## config.mk

```make
export PLATFORM = sky130hd
export DESIGN_NAME = ser_mask_tx
export DESIGN_NICKNAME = d
export VERILOG_FILES = /design/src/rtl/ser_mask_pkg.sv /design/src/rtl/ser_mask_ctrl.sv /design/src/rtl/ser_mask_dp.sv /design/src/rtl/ser_mask_irq.sv /design/src/rtl/ser_mask_tx.sv
export SDC_FILE = /design/constraint.sdc
export NUM_CORES = 1
export LEC_CHECK = 0
export BUFFER_PORTS_ARGS = -buffer_cell sky130_fd_sc_hd__buf_2
export CORE_ASPECT_RATIO = 2
export CORE_MARGIN = 3
export CORE_UTILIZATION = 53
export CTS_BUF_LIST = sky130_fd_sc_hd__clkbuf_4
export DETAILED_ROUTE_END_ITERATION = 6
export PLACE_DENSITY = 0.76
export SLEW_MARGIN = 20
export SYNTH_ARGS = -nofsm -noshare
export SYNTH_HDL_FRONTEND = slang
export SYNTH_HIERARCHICAL = 1
export SYNTH_SLANG_ARGS = --single-unit
```

## constraint.sdc

```tcl
create_clock -name clk -period 1.9 [get_ports clk]
set_input_delay 0.38 -clock clk [delete_from_list [all_inputs] [get_ports clk]]
set_output_delay 0.38 -clock clk [all_outputs]
set_load 0.03 [all_outputs]
```

## src/rtl/ser_mask_pkg.sv

```systemverilog
package ser_mask_pkg;
  // Strobes from the sequencing control to the datapath
  typedef struct packed {
    logic load;   // move buffer into shifter, restart word
    logic shift;  // advance to next bit of current word
    logic clear;  // run control high: drop word, counter, mask
  } shiftCtl_t;
endpackage

```

## src/rtl/ser_mask_ctrl.sv

```systemverilog
module ser_mask_ctrl
  import ser_mask_pkg::*;
#(
  parameter int WORD_W  = 8,
  parameter int BIT_CYC = 4
) (
  input  logic      clk,
  input  logic      rstN,
  input  logic      runN,
  input  logic      bufFull,
  output shiftCtl_t ctl,
  output logic      active,
  output logic      sclk,
  output logic      eotPulse
);
  localparam int PH_W  = (BIT_CYC > 2) ? $clog2(BIT_CYC) : 1;
  localparam int IDX_W = $clog2(WORD_W);
  localparam int HALF  = BIT_CYC / 2;

  logic [PH_W-1:0]  phase;
  logic [IDX_W-1:0] bitIdx;
  logic             bitEnd;
  logic             lastBit;

  assign bitEnd  = active && (phase == PH_W'(BIT_CYC - 1));
  assign lastBit = (bitIdx == IDX_W'(WORD_W - 1));

  always_comb begin
    ctl.clear = runN;
    ctl.load  = !runN && bufFull && (!active || (bitEnd && lastBit));
    ctl.shift = !runN && bitEnd && !lastBit;
  end

  assign eotPulse = !runN && bitEnd && lastBit && !bufFull;
  assign sclk     = active && (phase >= PH_W'(HALF));

  always_ff @(posedge clk or negedge rstN) begin
    if (!rstN) begin
      active <= 1'b0;
      phase  <= '0;
      bitIdx <= '0;
    end else if (ctl.clear) begin
      active <= 1'b0;
      phase  <= '0;
      bitIdx <= '0;
    end else if (ctl.load) begin
      active <= 1'b1;
      phase  <= '0;
      bitIdx <= '0;
    end else if (active) begin
      if (bitEnd) begin
        phase <= '0;
        if (lastBit) active <= 1'b0;
        else         bitIdx <= bitIdx + 1'b1;
      end else begin
        phase <= phase + 1'b1;
      end
    end
  end

  // a raised run control leaves the shifter idle after the edge
  a_r7_stop_idle: assert property (@(posedge clk) disable iff (!rstN)
    runN |=> !active);

  // within a bit time the word continues and the bit index holds
  a_r2_bit_hold: assert property (@(posedge clk) disable iff (!rstN)
    (active && !bitEnd && !runN) |=> (active && $stable(bitIdx)));
endmodule

```

## src/rtl/ser_mask_dp.sv

```systemverilog
module ser_mask_dp
  import ser_mask_pkg::*;
#(
  parameter int WORD_W = 8,
  parameter int CNT_W  = 4
) (
  input  logic              clk,
  input  logic              rstN,
  input  shiftCtl_t         ctl,
  input  logic              active,
  input  logic              wrEn,
  input  logic [WORD_W-1:0] wrData,
  input  logic              holdMask,
  input  logic [CNT_W-1:0]  cmpVal,
  output logic              bufFull,
  output logic              wrAccept,
  output logic              sdo
);
  logic [WORD_W-1:0] bufReg;
  logic              bufLast;
  logic [WORD_W-1:0] shiftReg;
  logic              curLast;
  logic [CNT_W-1:0]  maskCnt;
  logic              maskOn;
  logic [CNT_W-1:0]  cntNext;

  assign wrAccept = wrEn && !bufFull;
  assign cntNext  = maskCnt + 1'b1;

  // Single-entry transmit buffer; the final-word mark travels with the byte
  always_ff @(posedge clk or negedge rstN) begin
    if (!rstN) begin
      bufFull <= 1'b0;
      bufReg  <= '0;
      bufLast <= 1'b0;
    end else if (ctl.load) begin
      bufFull <= 1'b0;
    end else if (wrAccept) begin
      bufFull <= 1'b1;
      bufReg  <= wrData;
      bufLast <= !holdMask;
    end
  end

  // Shifter, MSB leaves first
  always_ff @(posedge clk or negedge rstN) begin
    if (!rstN) begin
      shiftReg <= '0;
      curLast  <= 1'b0;
    end else if (ctl.clear) begin
      shiftReg <= '0;
      curLast  <= 1'b0;
    end else if (ctl.load) begin
      shiftReg <= bufReg;
      curLast  <= bufLast;
    end else if (ctl.shift) begin
      shiftReg <= {shiftReg[WORD_W-2:0], 1'b0};
    end
  end

  // Shift-clock counter and output mask, live only for the final word
  always_ff @(posedge clk or negedge rstN) begin
    if (!rstN) begin
      maskCnt <= '0;
      maskOn  <= 1'b0;
    end else if (ctl.clear) begin
      maskCnt <= '0;
      maskOn  <= 1'b0;
    end else if (ctl.load) begin
      maskCnt <= '0;
      maskOn  <= bufLast && (cmpVal == '0);
    end else if (ctl.shift && curLast) begin
      maskCnt <= cntNext;
      if (cntNext == cmpVal) maskOn <= 1'b1;
    end
  end

  assign sdo = active && shiftReg[WORD_W-1] && !maskOn;

  // masking only ever applies to a final word
  a_r6_mask_final_only: assert property (@(posedge clk) disable iff (!rstN)
    maskOn |-> curLast);

  // counter stays at rest outside a final word
  a_r6_cnt_idle: assert property (@(posedge clk) disable iff (!rstN)
    !curLast |-> (maskCnt == '0));

  // counter never runs past the word length
  a_r4_cnt_bound: assert property (@(posedge clk) disable iff (!rstN)
    maskCnt <= CNT_W'(WORD_W));

  // a waiting byte is neither overwritten nor lost until it is loaded
  a_r3_buf_hold: assert property (@(posedge clk) disable iff (!rstN)
    (bufFull && !ctl.load) |=> (bufFull && $stable(bufReg)));
endmodule

```

## src/rtl/ser_mask_irq.sv

```systemverilog
module ser_mask_irq (
  input  logic clk,
  input  logic rstN,
  input  logic runN,
  input  logic irqSel,
  input  logic irqEn,
  input  logic pinIrqEn,
  input  logic scPin,
  input  logic sdPin,
  input  logic txEmpty,
  input  logic rxFull,
  input  logic eotPulse,
  input  logic wrAccept,
  output logic irq
);
  logic eotFlag;
  logic scPrev, sdPrev;
  logic pinFlag;
  logic srcLevel;

  always_ff @(posedge clk or negedge rstN) begin
    if (!rstN) begin
      eotFlag <= 1'b0;
    end else if (runN || wrAccept) begin
      eotFlag <= 1'b0;
    end else if (eotPulse) begin
      eotFlag <= 1'b1;
    end
  end

  // Pads idle high; a falling edge gives a one-cycle request
  always_ff @(posedge clk or negedge rstN) begin
    if (!rstN) begin
      scPrev  <= 1'b1;
      sdPrev  <= 1'b1;
      pinFlag <= 1'b0;
    end else begin
      scPrev  <= scPin;
      sdPrev  <= sdPin;
      pinFlag <= pinIrqEn && ((scPrev && !scPin) || (sdPrev && !sdPin));
    end
  end

  assign srcLevel = irqSel ? eotFlag : (txEmpty || rxFull);
  assign irq      = (irqEn && srcLevel) || pinFlag;

  // end of telegram is recorded unless a write or stop clears it
  a_r9_eot_set: assert property (@(posedge clk) disable iff (!rstN)
    (eotPulse && !wrAccept && !runN) |=> eotFlag);

  // an accepted write clears the end-of-telegram flag
  a_r9_eot_clear: assert property (@(posedge clk) disable iff (!rstN)
    wrAccept |=> !eotFlag);
endmodule

```

## src/rtl/ser_mask_tx.sv

```systemverilog
module ser_mask_tx
  import ser_mask_pkg::*;
#(
  parameter int WORD_W  = 8,
  parameter int BIT_CYC = 4,
  localparam int CNT_W  = $clog2(WORD_W) + 1
) (
  input  logic              clk,
  input  logic              rstN,
  input  logic              runN,
  input  logic              wrEn,
  input  logic [WORD_W-1:0] wrData,
  input  logic              holdMask,
  input  logic [CNT_W-1:0]  cmpVal,
  input  logic              rxFull,
  input  logic              irqSel,
  input  logic              irqEn,
  input  logic              pinIrqEn,
  input  logic              scPin,
  input  logic              sdPin,
  output logic              sclk,
  output logic              sdo,
  output logic              txEmpty,
  output logic              irq
);
  shiftCtl_t ctl;
  logic      active;
  logic      bufFull;
  logic      wrAccept;
  logic      eotPulse;

  assign txEmpty = !bufFull;

  ser_mask_ctrl #(.WORD_W(WORD_W), .BIT_CYC(BIT_CYC)) u_ctrl (
    .clk(clk), .rstN(rstN), .runN(runN), .bufFull(bufFull),
    .ctl(ctl), .active(active), .sclk(sclk), .eotPulse(eotPulse)
  );

  ser_mask_dp #(.WORD_W(WORD_W), .CNT_W(CNT_W)) u_dp (
    .clk(clk), .rstN(rstN), .ctl(ctl), .active(active),
    .wrEn(wrEn), .wrData(wrData), .holdMask(holdMask), .cmpVal(cmpVal),
    .bufFull(bufFull), .wrAccept(wrAccept), .sdo(sdo)
  );

  ser_mask_irq u_irq (
    .clk(clk), .rstN(rstN), .runN(runN), .irqSel(irqSel), .irqEn(irqEn),
    .pinIrqEn(pinIrqEn), .scPin(scPin), .sdPin(sdPin), .txEmpty(txEmpty),
    .rxFull(rxFull), .eotPulse(eotPulse), .wrAccept(wrAccept), .irq(irq)
  );
endmodule

```

==> impl_metrics.xml <==
<?xml version="1.0" encoding="UTF-8"?>
<metrics>
  <group name="outcome">
    <metric name="outcome" unit="">completed</metric>
  </group>
  <group name="setup_path">
    <metric name="end_kind" unit="">flop</metric>
    <metric name="worst_r2r_start" unit="">u_ctrl/bitIdx[1]</metric>
    <metric name="signal_arrival_time_at_the_worst_endpoint" unit="ps">2120</metric>
    <metric name="crit_path_start_kind" unit="">flop</metric>
    <metric name="required_time_at_the_endpoint_of_the_critical_path" unit="ps">2180</metric>
    <metric name="critPathMaxStageDelay" unit="ps">400</metric>
    <metric name="worst-setup-path-type" unit="">flop to flop</metric>
    <metric name="critical_path_peak_fanout" unit="">6</metric>
    <metric name="critical_path.n_buffers_inverters" unit="">1</metric>
    <metric name="crit_slowest_cell" unit="">sky130_fd_sc_hd__dfrtp_1</metric>
    <metric name="worst_setup_path_startpoint" unit="">u_ctrl/bitIdx[1]</metric>
    <metric name="worst_path_dominant_cell_family" unit="">simple AND/OR/NAND/NOR gates</metric>
    <metric name="critical_path.cell_chain" unit="">ha_2 &gt; ha_4 &gt; and4bb_4 &gt; buf_6 &gt; nand2_2 &gt; or3_4 &gt; a21oi_2</metric>
  </group>
  <group name="timing">
    <metric name="final_period_util" unit="%">97.1</metric>
    <metric name="worst_max_slew_margin_expressed_relative_to_the_limit" unit="%">50.8</metric>
    <metric name="setup_repair_after_global_routing_missed_its_margin" unit="">true</metric>
    <metric name="fin_setup_tns" unit="ps">0</metric>
    <metric name="maxSlewViolCount" unit="">0</metric>
    <metric name="final_hold_fails" unit="">0</metric>
    <metric name="worst_pin_slew" unit="ps">738</metric>
    <metric name="final.min_clock_period" unit="ps">1850</metric>
    <metric name="fmaxAchievable" unit="MHz">542</metric>
    <metric name="setup-violations-final" unit="">0</metric>
    <metric name="skew" unit="ps">10.7</metric>
  </group>
  <group name="finish">
    <metric name="finalNetCount" unit="">218</metric>
    <metric name="final_design_area_no_fill" unit="um2">2110</metric>
    <metric name="final_cell_mix" unit="">sky130_fd_sc_hd__dfrtp_1, sky130_fd_sc_hd__buf_2, sky130_fd_sc_hd__nor2_1</metric>
    <metric name="layout-area-overhead-vs-synth" unit="%">20.2</metric>
    <metric name="layout_commonest_cell" unit="">sky130_fd_sc_hd__dfrtp_1</metric>
    <metric name="post-route-util" unit="%">66.2</metric>
    <metric name="antenna-diode-count" unit="">0</metric>
    <metric name="ratio_of_cells_with_drive_above_1_in_the_final_layout" unit="%">43.5</metric>
  </group>
  <group name="synth">
    <metric name="synth_cell_types" unit="">38</metric>
    <metric name="synth_edf_count" unit="">0</metric>
    <metric name="ys.warnings.count" unit="">6</metric>
    <metric name="syn-mean-instance-area" unit="um2">12.0</metric>
    <metric name="ys_seq_elements" unit="">34</metric>
    <metric name="share_of_flip_flops_with_an_asynchronous_set_or_reset_after_synthesis" unit="%">100</metric>
    <metric name="synth.yosys.seq_area_share" unit="%">48.5</metric>
    <metric name="netlist_area" unit="um2">1760</metric>
    <metric name="synth-main-ff-cell" unit="">sky130_fd_sc_hd__dfrtp_1</metric>
    <metric name="syn-num-nets" unit="">175</metric>
    <metric name="netlist_instances" unit="">147</metric>
  </group>
  <group name="floorplan">
    <metric name="die_area" unit="um2">4090</metric>
    <metric name="coreArea" unit="um2">3190</metric>
    <metric name="die_w" unit="um">46.7</metric>
    <metric name="fp-row-count" unit="">29</metric>
    <metric name="die-height" unit="um">87.5</metric>
    <metric name="top_level_ports" unit="">27</metric>
    <metric name="initial_utilization" unit="%">55.1</metric>
  </group>
  <group name="power_and_ir_drop">
    <metric name="cellLeakagePower" unit="uW">0.00104</metric>
    <metric name="power_switching_share" unit="%">27.9</metric>
    <metric name="power_density" unit="nW/um2">795</metric>
    <metric name="pwr-share-clk" unit="%">22.9</metric>
    <metric name="switching_power" unit="uW">469</metric>
    <metric name="worst_ir_drop_vdd" unit="V">0.000615</metric>
    <metric name="seq_pwr_share" unit="%">54.1</metric>
    <metric name="cellInternalPower" unit="uW">1210</metric>
    <metric name="power.combinational.fraction" unit="%">23.0</metric>
  </group>
  <group name="routing">
    <metric name="via_per_inst" unit="">5.49</metric>
    <metric name="detail_route.iter0.violations" unit="">13</metric>
    <metric name="route.vias.total" unit="">1218</metric>
    <metric name="total_detailed_routing_wirelength" unit="um">3430</metric>
    <metric name="drc_violations_left" unit="">0</metric>
    <metric name="drt.antenna.violating_nets" unit="">0</metric>
    <metric name="wire_per_inst" unit="um">15.5</metric>
    <metric name="detailedRoute.firstPassIterationCount" unit="">4</metric>
  </group>
  <group name="global_routing">
    <metric name="wire_length_of_the_first_global_routing_pass" unit="um">5790</metric>
    <metric name="antenna_found_initial" unit="">0</metric>
    <metric name="global_route.overflow_total" unit="">0</metric>
    <metric name="pin_count_of_the_biggest_net_entering_global_routing" unit="">35</metric>
    <metric name="track_usage" unit="%">19.9</metric>
    <metric name="grt_pass1_vias" unit="">1318</metric>
  </group>
  <group name="clock_tree">
    <metric name="clock_tree.buffer_depth" unit="">2</metric>
    <metric name="clock_tree.root_cell" unit="">sky130_fd_sc_hd__clkbuf_4</metric>
    <metric name="maximum_level_of_the_cts_h_tree" unit="">2</metric>
    <metric name="clkSlewWorstSetupHoldPaths" unit="ps">100</metric>
    <metric name="clock_sink_count" unit="">34</metric>
    <metric name="clock_buffers_created_by_tritoncts" unit="">5</metric>
    <metric name="tritoncts" unit="">yes</metric>
    <metric name="worst_skew_pair.late_latency" unit="ps">340</metric>
  </group>
  <group name="flow_run">
    <metric name="max_cap_violations" unit="">0</metric>
  </group>
  <group name="place">
    <metric name="hpwl" unit="um">2560</metric>
    <metric name="port-buffer-count" unit="">26</metric>
    <metric name="gp_congestion" unit="">0.792</metric>
    <metric name="place_area" unit="um2">1970</metric>
  </group>
  <group name="min_path">
    <metric name="worstHoldPathType" unit="">primary input to asynchronous set/reset pin</metric>
  </group>
</metrics>
## power by group through the flow
| stage | clock (uW) | combinational [uW] | sequential [uW] |
|---|---|---|---|
| finish | 386 | 387 | 909 |
| global route | 435 | 426 | 929 |
| CTS | 400 | 382 | 909 |
| detailed placement | 0 | 378 | 924 |
| global placement | 0 | 364 | 917 |
| floorplan | 0 | 278 | 902 |
## cell type report
type                            count  area (um2)
Clock buffer                        6        45.0
Tap cell                           31        38.8
Fill cell                         262        1080
Timing Repair Buffer               43         283
Sequential cell                    34         853
Inverter                            6        22.5
Multi-Input combinational cell    100         863
Clock inverter                      2        8.76
## what timing repair did
item / in CTS / in global routing
hold buffers: 0 / 0
hold endpoints to repair: 0 / 0
buffers inserted: 4 / 2
endpoints found under the setup margin: 15 / 18
pin swaps: 2 / 3
resized for setup: 5 / 10
## metrics by stage
stage	worst slack (ps)	total power (uW)	hold WS [ps]	cells
after floorplan	16.4	1180	84.4	147
after global placement	61.4	1280	477	208
after detailed placement	-48.5	1300	482	208
after CTS	12.5	1690	106	220
after global routing	-33.2	1790	110	222
final	54.4	1680	86.1	222
## flip-flops by register name, indices dropped and copies added, names as in the netlist
name and count:
u_ctrl/active 1, u_ctrl/bitIdx 3, u_ctrl/phase 2, u_dp/bufFull 1, u_dp/bufLast 1, u_dp/bufReg 8, u_dp/curLast 1, u_dp/maskCnt 4
u_dp/maskOn 1, u_dp/shiftReg 8, u_irq/eotFlag 1, u_irq/pinFlag 1, u_irq/scPrev 1, u_irq/sdPrev 1
## worst register-to-register path: stages, from the launching register on
cell and delay (ps):
sky130_fd_sc_hd__dfrtp_1 400, sky130_fd_sc_hd__ha_2 200, sky130_fd_sc_hd__ha_4 160, sky130_fd_sc_hd__and4bb_4 310, sky130_fd_sc_hd__buf_6 130, sky130_fd_sc_hd__nand2_2 80
sky130_fd_sc_hd__or3_4 370, sky130_fd_sc_hd__a21oi_2 120
## synthesized netlist by cell type, types with 2 or more instances
cell type,instances,share of area [%]
sky130_fd_sc_hd__a21oi_1,7,2.0
sky130_fd_sc_hd__a31o_1,2,1.0
sky130_fd_sc_hd__a32o_2,2,1.3
sky130_fd_sc_hd__buf_2,2,0.57
sky130_fd_sc_hd__buf_4,4,1.7
sky130_fd_sc_hd__dfrtp_1,32,46
sky130_fd_sc_hd__dfstp_2,2,3.0
sky130_fd_sc_hd__ha_1,5,3.6
sky130_fd_sc_hd__inv_1,6,1.3
sky130_fd_sc_hd__mux2_2,7,4.5
sky130_fd_sc_hd__mux2_4,8,6.8
sky130_fd_sc_hd__mux2i_1,9,5.1
sky130_fd_sc_hd__nand2_1,3,0.64
sky130_fd_sc_hd__nand2b_1,3,1.1
sky130_fd_sc_hd__nand3_1,3,0.85
sky130_fd_sc_hd__nor2_1,20,4.3
sky130_fd_sc_hd__nor2b_4,3,2.3
sky130_fd_sc_hd__nor3b_1,3,1.3
sky130_fd_sc_hd__nor4_1,2,0.71
sky130_fd_sc_hd__or3_1,2,0.71
sky130_fd_sc_hd__xnor2_1,2,1.0
sky130_fd_sc_hd__xor2_1,4,2.0
## layer usage
layer | global-route usage [%] | up-vias | share of wire (%)
li1 | - | 596 | -
met2 | 35.3 | 25 | 57
met1 | 20.9 | 590 | 36
met4 | 8.82 | 0 | 2.0
met5 | 0 | - | 0
met3 | 4.76 | 7 | 4.3
## kinds of logic (layout without fill, tap and decap cells)
kind of cell	after synthesis	in the layout	share of synthesized area [%]
AOI/OAI and AO/OA	16	16	6.90
xor gates and xnor gates	7	7	4.27
adders and majority gates	5	5	3.56
buffers and inverters	13	57	4.20
DFF	34	34	48.5
muxes	24	24	16.4
and+or+nand+nor	48	48	16.1
## worst paths after layout
path,end,cells past startpoint,slack (ps)
worst max-delay path,u_dp/maskCnt[3],7,50
worst min-delay path,u_dp/maskCnt[2],1,90
worst max register to register,u_dp/maskCnt[3],7,50
worst min register to register,u_dp/bufReg[6],1,520
max in group asynchronous,u_dp/bufReg[6],1,1330
min in group clk,u_irq/sdPrev,1,130
Power figures use the tool's default switching activity.
